<file path="config.mk">
export PLATFORM = sky130hd
export DESIGN_NAME = atcmd_lexer
export DESIGN_NICKNAME = d
export VERILOG_FILES = /design/src/rtl/atcmd_pkg.sv /design/src/rtl/atcmd_charclass.sv /design/src/rtl/atcmd_numacc.sv /design/src/rtl/atcmd_paybuf.sv /design/src/rtl/atcmd_lexer.sv
export SDC_FILE = /design/constraint.sdc
export NUM_CORES = 1
export LEC_CHECK = 0
export BUFFER_PORTS_ARGS = -buffer_cell sky130_fd_sc_hd__buf_4
export CAP_MARGIN = 20
export CORE_AREA = 8 8 204 206
export CTS_CLUSTER_SIZE = 10
export DETAILED_ROUTE_END_ITERATION = 6
export DIE_AREA = 0 0 212 214
export GPL_TIMING_DRIVEN = 0
export PLACE_DENSITY = 0.75
export SYNTH_ARGS = -nofsm -noshare
export SYNTH_HDL_FRONTEND = slang
export SYNTH_SLANG_ARGS = --single-unit
</file>
<file path="constraint.sdc">
create_clock -name clk -period 8.81 [get_ports clk]
set_clock_uncertainty 0.1 [all_clocks]
set_input_delay 0.881 -clock clk [delete_from_list [all_inputs] [get_ports clk]]
set_output_delay 0.881 -clock clk [all_outputs]
set_load 0.01 [all_outputs]
</file>
<file path="src/rtl/atcmd_pkg.sv">
package atcmd_pkg;

    typedef enum logic [1:0] {
        RAD_DEC,
        RAD_OCT,
        RAD_HEX,
        RAD_BIN
    } radix_e;

    typedef enum logic [3:0] {
        ST_IDLE,
        ST_GOT_A,
        ST_NAME,
        ST_QEND,
        ST_NSTART,
        ST_ZERO,
        ST_HPRE,
        ST_BPRE,
        ST_DIGS,
        ST_NEG,
        ST_NEG1,
        ST_PAY,
        ST_SKIP
    } lex_state_e;

    localparam logic [7:0] CH_A     = 8'h41;
    localparam logic [7:0] CH_T     = 8'h54;
    localparam logic [7:0] CH_EQ    = 8'h3D;
    localparam logic [7:0] CH_QMARK = 8'h3F;
    localparam logic [7:0] CH_COMMA = 8'h2C;
    localparam logic [7:0] CH_MINUS = 8'h2D;
    localparam logic [7:0] CH_ZERO  = 8'h30;
    localparam logic [7:0] CH_ONE   = 8'h31;
    localparam logic [7:0] CH_LX    = 8'h78;
    localparam logic [7:0] CH_LB    = 8'h62;

    // command name that switches the tail to a raw hex payload: "$SF"
    localparam logic [23:0] FRAME_TAG     = 24'h245346;
    localparam int          FRAME_TAG_LEN = 3;

endpackage

</file>
<file path="src/rtl/atcmd_charclass.sv">
module atcmd_charclass
    import atcmd_pkg::*;
(
    input  logic [7:0] ch,
    output logic       is_ws,
    output logic       is_dec,
    output logic       is_oct,
    output logic       is_bin,
    output logic       is_hex,
    output logic       is_name,
    output logic [3:0] nib
);

    always_comb begin
        is_ws  = (ch == 8'h20) || ((ch >= 8'h09) && (ch <= 8'h0D));
        is_dec = (ch >= 8'h30) && (ch <= 8'h39);
        is_oct = (ch >= 8'h30) && (ch <= 8'h37);
        is_bin = (ch == CH_ZERO) || (ch == CH_ONE);
        is_hex = 1'b0;
        nib    = 4'd0;
        if (is_dec) begin
            is_hex = 1'b1;
            nib    = ch[3:0];
        end else if (((ch >= 8'h41) && (ch <= 8'h46)) || ((ch >= 8'h61) && (ch <= 8'h66))) begin
            is_hex = 1'b1;
            nib    = ch[3:0] + 4'd9;
        end
        is_name = (ch >= 8'h21) && (ch <= 8'h7E) &&
                  (ch != CH_EQ) && (ch != CH_QMARK) && (ch != CH_COMMA);
    end

endmodule

</file>
<file path="src/rtl/atcmd_numacc.sv">
module atcmd_numacc
    import atcmd_pkg::*;
#(
    parameter int NUM_W = 32
) (
    input  logic             clk,
    input  logic             rst_n,
    input  logic             clr,
    input  logic             en,
    input  radix_e           radix,
    input  logic [3:0]       digit,
    output logic [NUM_W-1:0] value,
    output logic             would_ovf
);

    localparam int XW = NUM_W + 4;

    logic [NUM_W-1:0] base;
    logic [XW-1:0]    scaled;
    logic [XW-1:0]    wide;

    always_comb begin
        base = clr ? '0 : value;
        unique case (radix)
            RAD_BIN: scaled = {4'b0, base} << 1;
            RAD_OCT: scaled = {4'b0, base} << 3;
            RAD_HEX: scaled = {4'b0, base} << 4;
            default: scaled = ({4'b0, base} << 3) + ({4'b0, base} << 1);
        endcase
        wide      = scaled + {{(XW-4){1'b0}}, digit};
        would_ovf = |wide[XW-1:NUM_W];
    end

    always_ff @(posedge clk or negedge rst_n) begin
        if (!rst_n) begin
            value <= '0;
        end else if (en) begin
            value <= wide[NUM_W-1:0];
        end else if (clr) begin
            value <= '0;
        end
    end

    AST_DIGIT_RANGE: assert property (@(posedge clk) disable iff (!rst_n)
        en |-> ((radix != RAD_BIN || digit <= 4'd1) &&
                (radix != RAD_OCT || digit <= 4'd7) &&
                (radix != RAD_DEC || digit <= 4'd9)));

endmodule

</file>
<file path="src/rtl/atcmd_paybuf.sv">
module atcmd_paybuf #(
    parameter int MAX_PAY = 12
) (
    input  logic                           clk,
    input  logic                           rst_n,
    input  logic                           clr,
    input  logic                           en,
    input  logic [3:0]                     nib,
    output logic [8*MAX_PAY-1:0]           bytes_o,
    output logic [$clog2(MAX_PAY+1)-1:0]   count,
    output logic                           half,
    output logic                           full
);

    localparam int CW = $clog2(MAX_PAY+1);
    localparam logic [CW-1:0] LIM = CW'(MAX_PAY);

    logic [3:0] hi_nib;
    logic [7:0] mem [MAX_PAY];

    always_ff @(posedge clk or negedge rst_n) begin
        if (!rst_n) begin
            hi_nib <= '0;
            half   <= 1'b0;
            count  <= '0;
        end else if (clr) begin
            hi_nib <= '0;
            half   <= 1'b0;
            count  <= '0;
        end else if (en) begin
            if (!half) begin
                hi_nib <= nib;
                half   <= 1'b1;
            end else begin
                half  <= 1'b0;
                count <= count + 1'b1;
            end
        end
    end

    for (genvar i = 0; i < MAX_PAY; i++) begin : g_slot
        always_ff @(posedge clk or negedge rst_n) begin
            if (!rst_n) begin
                mem[i] <= '0;
            end else if (clr) begin
                mem[i] <= '0;
            end else if (en && half && (count == CW'(i))) begin
                mem[i] <= {hi_nib, nib};
            end
        end
        assign bytes_o[8*i +: 8] = mem[i];
    end

    assign full = (count == LIM);

    AST_PAY_CAP: assert property (@(posedge clk) disable iff (!rst_n)
        (en && !half) |-> !full);

endmodule

</file>
<file path="src/rtl/atcmd_lexer.sv">
module atcmd_lexer
    import atcmd_pkg::*;
#(
    parameter int NUM_W    = 32,
    parameter int MAX_PRM  = 4,
    parameter int MAX_PAY  = 12,
    parameter int NAME_MAX = 4
) (
    input  logic                            clk,
    input  logic                            rst_n,
    input  logic                            in_valid,
    input  logic [7:0]                      in_byte,
    output logic                            cmd_ok,
    output logic                            cmd_err,
    output logic [8*NAME_MAX-1:0]           cmd_name,
    output logic [$clog2(NAME_MAX+1)-1:0]   cmd_name_len,
    output logic                            cmd_query,
    output logic                            cmd_assign,
    output logic [$clog2(MAX_PRM+1)-1:0]    prm_count,
    output logic [MAX_PRM*NUM_W-1:0]        prm_vals,
    output logic [MAX_PRM-1:0]              prm_neg,
    output logic                            pay_valid,
    output logic [$clog2(MAX_PAY+1)-1:0]    pay_len,
    output logic [8*MAX_PAY-1:0]            pay_data
);

    localparam int NW  = 8 * NAME_MAX;
    localparam int NLW = $clog2(NAME_MAX+1);
    localparam int PCW = $clog2(MAX_PRM+1);
    localparam int PLW = $clog2(MAX_PAY+1);
    localparam logic [NLW-1:0] NAME_LIM  = NLW'(NAME_MAX);
    localparam logic [PCW-1:0] PRM_LIM   = PCW'(MAX_PRM);
    localparam logic [PLW-1:0] PAY_LIM   = PLW'(MAX_PAY);
    localparam logic [NW-1:0]  FRAME_ID  = NW'(FRAME_TAG);
    localparam logic [NLW-1:0] FRAME_LEN = NLW'(FRAME_TAG_LEN);

    // character classes
    logic       c_ws, c_dec, c_oct, c_bin, c_hex, c_name;
    logic [3:0] c_nib;

    atcmd_charclass u_class (
        .ch      (in_byte),
        .is_ws   (c_ws),
        .is_dec  (c_dec),
        .is_oct  (c_oct),
        .is_bin  (c_bin),
        .is_hex  (c_hex),
        .is_name (c_name),
        .nib     (c_nib)
    );

    // state and token registers
    lex_state_e        st_q, st_d;
    radix_e            radix_q, radix_d, acc_rad;
    logic [NW-1:0]     name_q;
    logic [NLW-1:0]    name_len_q;
    logic              query_q, assign_q, frame_q;
    logic [PCW-1:0]    prm_cnt_q;
    logic [NUM_W-1:0]  prm_arr [MAX_PRM];
    logic [MAX_PRM-1:0] prm_neg_q;

    // controls from the state machine
    logic clr_all, name_push, radix_set, acc_clr, acc_en, pay_en;
    logic set_query, set_assign, set_frame;
    logic want_commit, want_neg, commit, commit_neg;
    logic fail, fire_ok, fire_err;
    logic dig_ok;

    // datapath helpers
    logic [NUM_W-1:0] acc_val;
    logic             acc_ovf;
    logic [PLW-1:0]   pay_cnt;
    logic             pay_half, pay_full;

    atcmd_numacc #(.NUM_W(NUM_W)) u_acc (
        .clk       (clk),
        .rst_n     (rst_n),
        .clr       (acc_clr),
        .en        (acc_en),
        .radix     (acc_rad),
        .digit     (c_nib),
        .value     (acc_val),
        .would_ovf (acc_ovf)
    );

    atcmd_paybuf #(.MAX_PAY(MAX_PAY)) u_pay (
        .clk     (clk),
        .rst_n   (rst_n),
        .clr     (clr_all),
        .en      (pay_en),
        .nib     (c_nib),
        .bytes_o (pay_data),
        .count   (pay_cnt),
        .half    (pay_half),
        .full    (pay_full)
    );

    always_comb begin
        unique case (radix_q)
            RAD_BIN: dig_ok = c_bin;
            RAD_OCT: dig_ok = c_oct;
            RAD_HEX: dig_ok = c_hex;
            default: dig_ok = c_dec;
        endcase
    end

    // state register
    always_ff @(posedge clk or negedge rst_n) begin
        if (!rst_n) begin
            st_q <= ST_IDLE;
        end else begin
            st_q <= st_d;
        end
    end

    // next state and control outputs
    always_comb begin
        st_d        = st_q;
        clr_all     = 1'b0;
        name_push   = 1'b0;
        radix_set   = 1'b0;
        radix_d     = radix_q;
        acc_clr     = 1'b0;
        acc_en      = 1'b0;
        acc_rad     = radix_q;
        pay_en      = 1'b0;
        set_query   = 1'b0;
        set_assign  = 1'b0;
        set_frame   = 1'b0;
        want_commit = 1'b0;
        want_neg    = 1'b0;
        commit      = 1'b0;
        commit_neg  = 1'b0;
        fail        = 1'b0;
        fire_ok     = 1'b0;
        fire_err    = 1'b0;
        if (in_valid) begin
            unique case (st_q)
                ST_IDLE: begin
                    if (in_byte == CH_A) begin
                        st_d    = ST_GOT_A;
                        clr_all = 1'b1;
                    end else if (!c_ws) begin
                        st_d = ST_SKIP;
                    end
                end
                ST_GOT_A: begin
                    if (in_byte == CH_T) st_d = ST_NAME;
                    else                 fail = 1'b1;
                end
                ST_NAME: begin
                    if (c_ws) begin
                        fire_ok = 1'b1;
                        st_d    = ST_IDLE;
                    end else if (in_byte == CH_QMARK) begin
                        set_query = 1'b1;
                        st_d      = ST_QEND;
                    end else if (in_byte == CH_EQ) begin
                        set_assign = 1'b1;
                        if ((name_q == FRAME_ID) && (name_len_q == FRAME_LEN)) begin
                            set_frame = 1'b1;
                            st_d      = ST_PAY;
                        end else begin
                            st_d = ST_NSTART;
                        end
                    end else if (c_name && (name_len_q != NAME_LIM)) begin
                        name_push = 1'b1;
                    end else begin
                        fail = 1'b1;
                    end
                end
                ST_QEND: begin
                    if (c_ws) begin
                        fire_ok = 1'b1;
                        st_d    = ST_IDLE;
                    end else begin
                        fail = 1'b1;
                    end
                end
                ST_NSTART: begin
                    acc_clr = 1'b1;
                    acc_rad = RAD_DEC;
                    if (in_byte == CH_ZERO) begin
                        acc_en = 1'b1;
                        st_d   = ST_ZERO;
                    end else if (c_dec) begin
                        acc_en    = 1'b1;
                        radix_set = 1'b1;
                        radix_d   = RAD_DEC;
                        st_d      = ST_DIGS;
                    end else if (in_byte == CH_MINUS) begin
                        st_d = ST_NEG;
                    end else if ((in_byte == CH_QMARK) && (prm_cnt_q == '0) && !frame_q) begin
                        set_query = 1'b1;
                        st_d      = ST_QEND;
                    end else begin
                        fail = 1'b1;
                    end
                end
                ST_ZERO: begin
                    acc_rad = RAD_OCT;
                    if (in_byte == CH_LX) begin
                        radix_set = 1'b1;
                        radix_d   = RAD_HEX;
                        st_d      = ST_HPRE;
                    end else if (in_byte == CH_LB) begin
                        radix_set = 1'b1;
                        radix_d   = RAD_BIN;
                        st_d      = ST_BPRE;
                    end else if (c_oct) begin
                        acc_en    = 1'b1;
                        radix_set = 1'b1;
                        radix_d   = RAD_OCT;
                        st_d      = ST_DIGS;
                    end else if (c_ws || (in_byte == CH_COMMA)) begin
                        want_commit = 1'b1;
                    end else begin
                        fail = 1'b1;
                    end
                end
                ST_HPRE, ST_BPRE: begin
                    if (dig_ok) begin
                        acc_en = 1'b1;
                        st_d   = ST_DIGS;
                    end else begin
                        fail = 1'b1;
                    end
                end
                ST_DIGS: begin
                    if (c_ws || (in_byte == CH_COMMA)) begin
                        want_commit = 1'b1;
                    end else if (dig_ok && !acc_ovf) begin
                        acc_en = 1'b1;
                    end else begin
                        fail = 1'b1;
                    end
                end
                ST_NEG: begin
                    if (in_byte == CH_ONE) st_d = ST_NEG1;
                    else                   fail = 1'b1;
                end
                ST_NEG1: begin
                    if (c_ws || (in_byte == CH_COMMA)) begin
                        want_commit = 1'b1;
                        want_neg    = 1'b1;
                    end else begin
                        fail = 1'b1;
                    end
                end
                ST_PAY: begin
                    if (c_hex) begin
                        if (pay_full) fail = 1'b1;
                        else          pay_en = 1'b1;
                    end else if (c_ws || (in_byte == CH_COMMA)) begin
                        if (pay_half || (pay_cnt == '0)) begin
                            fail = 1'b1;
                        end else if (c_ws) begin
                            fire_ok = 1'b1;
                            st_d    = ST_IDLE;
                        end else begin
                            st_d = ST_NSTART;
                        end
                    end else begin
                        fail = 1'b1;
                    end
                end
                ST_SKIP: begin
                    if (c_ws) begin
                        fire_err = 1'b1;
                        st_d     = ST_IDLE;
                    end
                end
                default: st_d = ST_IDLE;
            endcase

            if (want_commit) begin
                if (prm_cnt_q == PRM_LIM) begin
                    fail = 1'b1;
                end else begin
                    commit     = 1'b1;
                    commit_neg = want_neg;
                    if (c_ws) begin
                        fire_ok = 1'b1;
                        st_d    = ST_IDLE;
                    end else begin
                        st_d = ST_NSTART;
                    end
                end
            end

            if (fail) begin
                if (c_ws) begin
                    fire_err = 1'b1;
                    st_d     = ST_IDLE;
                end else begin
                    st_d = ST_SKIP;
                end
            end
        end
    end

    // token registers
    always_ff @(posedge clk or negedge rst_n) begin
        if (!rst_n) begin
            cmd_ok     <= 1'b0;
            cmd_err    <= 1'b0;
            radix_q    <= RAD_DEC;
            name_q     <= '0;
            name_len_q <= '0;
            query_q    <= 1'b0;
            assign_q   <= 1'b0;
            frame_q    <= 1'b0;
            prm_cnt_q  <= '0;
            prm_neg_q  <= '0;
            for (int i = 0; i < MAX_PRM; i++) prm_arr[i] <= '0;
        end else begin
            cmd_ok  <= fire_ok;
            cmd_err <= fire_err;
            if (radix_set) radix_q <= radix_d;
            if (clr_all) begin
                name_q     <= '0;
                name_len_q <= '0;
                query_q    <= 1'b0;
                assign_q   <= 1'b0;
                frame_q    <= 1'b0;
                prm_cnt_q  <= '0;
                prm_neg_q  <= '0;
                for (int i = 0; i < MAX_PRM; i++) prm_arr[i] <= '0;
            end else begin
                if (name_push) begin
                    name_q     <= {name_q[NW-9:0], in_byte};
                    name_len_q <= name_len_q + 1'b1;
                end
                if (set_query)  query_q  <= 1'b1;
                if (set_assign) assign_q <= 1'b1;
                if (set_frame)  frame_q  <= 1'b1;
                if (commit) begin
                    for (int i = 0; i < MAX_PRM; i++) begin
                        if (prm_cnt_q == PCW'(i)) begin
                            prm_arr[i]   <= commit_neg ? '1 : acc_val;
                            prm_neg_q[i] <= commit_neg;
                        end
                    end
                    prm_cnt_q <= prm_cnt_q + 1'b1;
                end
            end
        end
    end

    for (genvar g = 0; g < MAX_PRM; g++) begin : g_prm
        assign prm_vals[g*NUM_W +: NUM_W] = prm_arr[g];
    end

    assign cmd_name     = name_q;
    assign cmd_name_len = name_len_q;
    assign cmd_query    = query_q;
    assign cmd_assign   = assign_q;
    assign prm_count    = prm_cnt_q;
    assign prm_neg      = prm_neg_q;
    assign pay_valid    = frame_q;
    assign pay_len      = pay_cnt;

    AST_STROBE_EXCL: assert property (@(posedge clk) disable iff (!rst_n)
        !(cmd_ok && cmd_err));
    AST_OK_PULSE: assert property (@(posedge clk) disable iff (!rst_n)
        cmd_ok |=> !cmd_ok);
    AST_ERR_PULSE: assert property (@(posedge clk) disable iff (!rst_n)
        cmd_err |=> !cmd_err);
    AST_STROBE_CAUSE: assert property (@(posedge clk) disable iff (!rst_n)
        (cmd_ok || cmd_err) |-> $past(in_valid));
    AST_PRM_BOUND: assert property (@(posedge clk) disable iff (!rst_n)
        cmd_ok |-> (prm_count <= PRM_LIM));
    AST_FRAME_LEN: assert property (@(posedge clk) disable iff (!rst_n)
        (cmd_ok && pay_valid) |-> ((pay_len != '0) && (pay_len <= PAY_LIM)));
    AST_NEG_VAL: assert property (@(posedge clk) disable iff (!rst_n)
        (cmd_ok && prm_neg[0]) |-> (&prm_vals[NUM_W-1:0]));

endmodule

</file>
==> results of run 1 <==
==> power by group through the flow <==
stage	combinational [W]	clock, W	sequential (W)
final	0.00258	0.00149	0.00171
after floorplan	0.00166	0	0.00172
after detailed placement	0.00249	0	0.00172
after CTS	0.00250	0.00150	0.00170
after global placement	0.00246	0	0.00172
after global routing	0.00273	0.00155	0.00172
==> logic make-up after synthesis <==
family | count (synthesis) | share of synthesized area
flip-flops | 318 | 0.420
buffers and inverters | 235 | 0.0571
XOR/XNOR | 69 | 0.0319
adder cells (fa/ha/maj) | 32 | 0.0210
AND/OR/NAND/NOR | 817 | 0.206
multiplexers | 111 | 0.0643
AO/OA/AOI/OAI | 606 | 0.200
==> cell usage in the layout, fill, tap and decap left out, drive strengths merged, types with 14 or more instances in the layout <==
master	Yosys	routed
nand4	16	16
buf	82	369
ha	27	27
mux2i	40	40
nor3	46	46
o211ai	16	16
nor4	15	15
nand2	343	343
a21o	37	37
and3	21	21
inv	50	50
a211oi	17	17
nor2	169	169
clkbuf	100	143
mux2	71	71
nor3b	14	14
o21ai	133	133
xor2	25	25
dfrtp	318	318
nand3	90	90
a22o	19	19
a31oi	22	22
a221o	15	15
and2	27	27
xnor2	44	44
a21oi	240	240
==> worst max-delay path by stage <==
stage,cells after the start,start,to,slack (ns)
after floorplan,24,in_valid,u_acc.value[0]$_DFF_PN0_,2.91
after global placement,21,in_byte[4],u_acc.value[2]$_DFF_PN0_,1.04
after detailed placement,24,in_byte[1],u_acc.value[2]$_DFF_PN0_,1.00
after CTS,24,in_byte[1],u_acc.value[2]$_DFF_PN0_,1.55
after global routing,21,in_byte[4],u_acc.value[23]$_DFF_PN0_,0.89
final,24,in_byte[1],u_acc.value[2]$_DFF_PN0_,1.35
==> area by class of cell <==
| cell class | instances | area share |
|---|---|---|
| Sequential cell | 318 | 0.347 |
| Tap cell | 518 | 0.0282 |
| Timing Repair Buffer | 287 | 0.0959 |
| Multi-Input combinational cell | 1635 | 0.432 |
| Inverter | 53 | 0.00867 |
| Clock inverter | 7 | 0.00420 |
| Clock buffer | 43 | 0.0454 |
| Buffer | 182 | 0.0385 |
==> critical path: stages <==
cell      delay (ns)
buf_4           0.14
inv_1           0.15
ha_1            0.19
clkbuf_1        0.34
nor2_1          0.09
o21ai_0         0.20
nand2_1         0.22
o21ai_0         0.67
clkbuf_1        0.59
ha_1            0.28
inv_1           0.06
fa_1            0.41
nor2b_1         0.13
o211ai_1        0.14
nor3_1          0.36
and3_1          0.31
and4_1          0.20
buf_2           0.20
nand2_1         0.18
nor4_2          0.34
mux2i_1         0.51
nor3_4          0.07
o21ai_0         0.91
mux2i_1         0.27
==> state kept, by name, summed over array words and instances, names as in the netlist, 4 cells and up <==
| name | flops |
|---|---|
| cmd_name | 32 |
| u_pay.count | 4 |
| u_pay.bytes_o | 96 |
| st_q | 4 |
| prm_neg | 4 |
| u_pay.hi_nib | 4 |
| prm_vals | 128 |
| u_acc.value | 32 |
==> layer usage <==
metal / routed length [um] / part of all wire
met1: 29600 / 0.41
met2: 33000 / 0.45
met3: 7570 / 0.10
met4: 2740 / 0.038
met5: 0 / 0
==> stage by stage <==
step                instances  hold slack, ns  setup slack (ns)
finish                   3043           0.278              1.35
global route             3043           0.378             0.890
CTS                      3043           0.330              1.55
detailed placement       2993           0.372              1.00
global placement         2991           0.367              1.04
floorplan                2188           0.416              2.91
==> results.json, run 1 <==
{
  "die_h_um": 214,
  "cp_max_fo": 10,
  "synth_largest_area_cell": "dfrtp_1",
  "grt_start_max_net_pins": 125,
  "r2r_setup_slack_ns": 1.59,
  "synth.most_common_cell": "nand2_1",
  "nFillCells": 3317,
  "async_flop_share": 1.00,
  "viasPerCell": 6.19,
  "cts_tree": "built",
  "ios": 286,
  "min_path_type": "input port to async pin",
  "syn-instance-count": 2188,
  "timing.fmax_mhz": 134,
  "grt_usage": 0.312,
  "synth.yosys.warnings": 0,
  "drive_above_1_share": 0.206,
  "multi_input_area_um2": 9930,
  "finalInstanceArea_um2": 23000,
  "synth-edff-count": 0,
  "h-tree-depth": 2,
  "die_x_um": 212,
  "post-cts-setup-buffers": 0,
  "rsz0062_at_grt": "no",
  "via_count": 18900,
  "synthToLayoutAreaGrowth_pct": 21.0,
  "start_util": 0.495,
  "grtUsageMet1": 0.413,
  "busiest_layer": "met2",
  "worst_setup_path_start_kind": "input port",
  "grt_overflow": 0,
  "ir_worst_vdd_mv": 0.168,
  "finalCriticalPeriod_ns": 7.46,
  "wl_um": 73000,
  "insertion_delay_ns": 0.56,
  "synth_cell_type_count": 111,
  "met3_usage": 0.0911,
  "power_density_nw_per_um2": 251,
  "ys_seq_elements": 318,
  "pwr-share-seq": 0.295,
  "p_comb_frac": 0.447,
  "crit_type": "input port to flop",
  "regArea_um2": 7960,
  "ys_top_cells_by_count": "nand2_1 (342), dfrtp_1 (318), a21oi_1 (239), nor2_1 (164), o21ai_0 (126)",
  "synth.cell_area_um2": 19000,
  "ys.flop_type": "dfrtp_1",
  "maxSlewHeadroom": 0.229,
  "p_leak_nw": 10.9,
  "synth_nets": 2227,
  "cts_resized": 0,
  "avgSynthCellArea_um2": 8.67,
  "violations": "DRC",
  "ant_nets": 0,
  "grt_pass1_vias": 18600,
  "place_congestion": 0.985,
  "synth.top_cells.by_area": "dfrtp_1 (42%), nand2_1 (6.8%), a21oi_1 (6.3%), mux2_2 (4.1%), o21ai_0 (3.3%)",
  "p_total_w": 0.00577,
  "p_sw_w": 0.00244,
  "hpwl_um": 54200,
  "final.setup.tns_ns": 0,
  "cts_buffer_depth": 3,
  "hold_violations": 0,
  "finalSetupViolations": 0,
  "nets": 2555,
  "rows": 72,
  "antenna_found_initial": 0,
  "synth_seq_area_share": 0.420,
  "p_int_w": 0.00333,
  "timing.rr.end": "u_acc.value[2]$_DFF_PN0_",
  "crit_path_end_kind": "flop",
  "sw_frac_of_total": 0.423,
  "drv_slew": 0,
  "cts.clk_slew.worst_paths_ns": 0.06,
  "r2r_start": "st_q[1]$_DFFE_PN0P_",
  "drv_cap": 0,
  "power_frac_clock": 0.258,
  "io_buffer_count": 285,
  "cts_sinks": 318,
  "r2r_cells": 21,
  "n_antenna_cell": 0,
  "root_buffer": "clkbuf_16",
  "yosys.area.top_type_share": 0.420,
  "drc": 2,
  "place_area_um2": 21800,
  "cp.required_ns": 9.19,
  "wl_per_cell_um": 24.0,
  "crit_arrival_ns": 7.84,
  "grt_first_pass_wirelength_um": 112000,
  "drtIter0Drc": 1890,
  "fp.coreArea_um2": 38300,
  "status": "finished with violations",
  "fin_util": 0.600,
  "cts_hold_buf": 0,
  "cts_made_buffers": 39,
  "period_share": 0.847,
  "die-area_um2": 45400,
  "dr.pass1.iters": 7,
  "tightest_slew_ns": 1.14,
  "grt_use_met2": 0.481
}
Note: power is estimated with default switching activity, not from simulation.
==> inputs of run 2 (changes only) <==
clock period = 6.9 ns   (was 8.81 ns; I/O delays follow)
==> results.json, run 2 (synthesis gave the netlist of run 1 again) <==
{
  "wl_met1_um": 29600,
  "timing.hold.ws_ns": 0.0824,
  "grt_pass1_vias": 18600,
  "synthToLayoutAreaGrowth_pct": 21.3,
  "cts_sinks": 318,
  "drv_slew": 0,
  "grt_overflow": 0,
  "wl_met2_um": 33400,
  "final.setup.tns_ns": 0,
  "cp.required_ns": 7.25,
  "cts_hold_buf": 0,
  "dp.cells": 2993,
  "r2r_start": "st_q[3]$_DFFE_PN0P_",
  "top_layer": "met4",
  "io_buffer_count": 285,
  "period_share": 0.970,
  "grt_usage": 0.312,
  "cts_buffer_depth": 3,
  "h-tree-depth": 2,
  "timing.fmax_mhz": 149,
  "antenna_found_initial": 0,
  "drc": 0,
  "cts.clk_slew.worst_paths_ns": 0.06,
  "place_congestion": 0.985,
  "worst_path_largest_cell_delay_ns": 0.60,
  "nets": 2557,
  "drtIter0Drc": 1862,
  "finalCriticalPeriod_ns": 6.69,
  "grt_first_pass_wirelength_um": 112000,
  "r2r_cells": 25,
  "ant_nets": 0,
  "tightest_slew_ns": 1.12,
  "rows": 72,
  "wl_per_cell_um": 24.0,
  "insertion_delay_ns": 0.56,
  "dr.pass1.iters": 6,
  "crit_path_end_kind": "flop",
  "worst_setup_path_start_kind": "input port",
  "crit_type": "input port to flop",
  "finalInstanceArea_um2": 23000,
  "cp_max_fo": 10,
  "layout.cells.non_filler": 3045,
  "timing.rr.end": "u_acc.value[26]$_DFF_PN0_",
  "r2r_setup_slack_ns": 0.21,
  "place_area_um2": 21800,
  "ios": 286,
  "cts_made_buffers": 39,
  "p_total_w": 0.00739,
  "power_density_nw_per_um2": 321,
  "root_buffer": "clkbuf_16",
  "viasPerCell": 6.23,
  "cp_slowest_cell": "or4_1",
  "rsz0062_at_grt": "no",
  "status": "finished, final reports clean",
  "p_leak_nw": 10.9,
  "largest_reg_flops": 128,
  "die_x_um": 212,
  "mostFrequentLayoutCell": "nand2_1",
  "via_count": 19000,
  "die_h_um": 214,
  "maxSlewHeadroom": 0.253,
  "n_antenna_cell": 0,
  "crit_arrival_ns": 7.05,
  "die-area_um2": 45400,
  "start_util": 0.495,
  "fp.coreArea_um2": 38300,
  "min_path_type": "input port to async pin",
  "hold_violations": 0,
  "grt_start_max_net_pins": 125,
  "cts_tree": "built",
  "ir_worst_vdd_mv": 0.214,
  "hpwl_um": 54200,
  "wl_met3_um": 7590,
  "drive_above_1_share": 0.211,
  "finalSetupViolations": 0,
  "wl_um": 73100,
  "mostFrequentLayoutCells": "nand2_1 (342), dfrtp_1 (318), buf_4 (296)",
  "drv_cap": 0
}
## run 2: cell types whose count changed in the layout (fill, tap and decap cells not counted), sizes merged
cell    change
clkbuf      +2
## run 2: worst max-delay path, delay by kind of cell
| kind | cells | cell delay, ns |
|---|---|---|
| AO/OA/AOI/OAI | 5 | 0.95 |
| adder cells (fa/ha/maj) | 2 | 0.40 |
| AND/OR/NAND/NOR | 11 | 2.89 |
| buffers and inverters | 6 | 1.43 |
| multiplexers | 2 | 0.67 |
## run 2: area by class of cell
type                       instances  area (um2)
multi-input combinational       1635        9960
inverter                          53         199
buffer                           182         890
tap                              518         648
clock buffer                      43        1040
timing repair buffer             289        2220
sequential                       318        7960
clock inverter                     7        96.3
fill                            3317       15300
## run 2: power breakdown
group / switching [W] / internal [W]
sequential: 0.000153 / 0.00202
combinational: 0.00218 / 0.00113
clock: 0.000790 / 0.00111
total: 0.00312 / 0.00426
## run 2: worst max path at each step
stage	from	to	slack, ns	cells past startpoint
3_5_place_dp	in_byte[1]	u_acc.value[2]$_DFF_PN0_	-0.72	24
4_1_cts	in_byte[1]	u_acc.value[24]$_DFF_PN0_	0.01	25
3_3_place_gp	in_byte[4]	u_acc.value[2]$_DFF_PN0_	-0.68	21
2_1_floorplan	in_valid	u_acc.value[0]$_DFF_PN0_	1.19	24
6_report	in_byte[1]	u_acc.value[26]$_DFF_PN0_	0.21	26
5_1_grt	in_byte[1]	u_acc.value[25]$_DFF_PN0_	0.002	26
## run 2: layer usage
metal,track usage,vias to the layer above
met5,0,-
met4,0.113,0
met3,0.0911,155
met2,0.481,1019
met1,0.413,9387
li1,-,8407
## run 2: per-stage QoR
step	utilization	worst slack, ns
detailed placement	0.570	-0.718
floorplan	-	1.19
CTS	0.600	0.0143
finish	0.601	0.206
global placement	0.568	-0.683
global route	0.601	0.00168
## run 2: repair_timing
action	in CTS	in global routing
resized for setup	1	15
endpoints found under the setup margin	3	37
pin swaps	0	1
buffers inserted	0	2
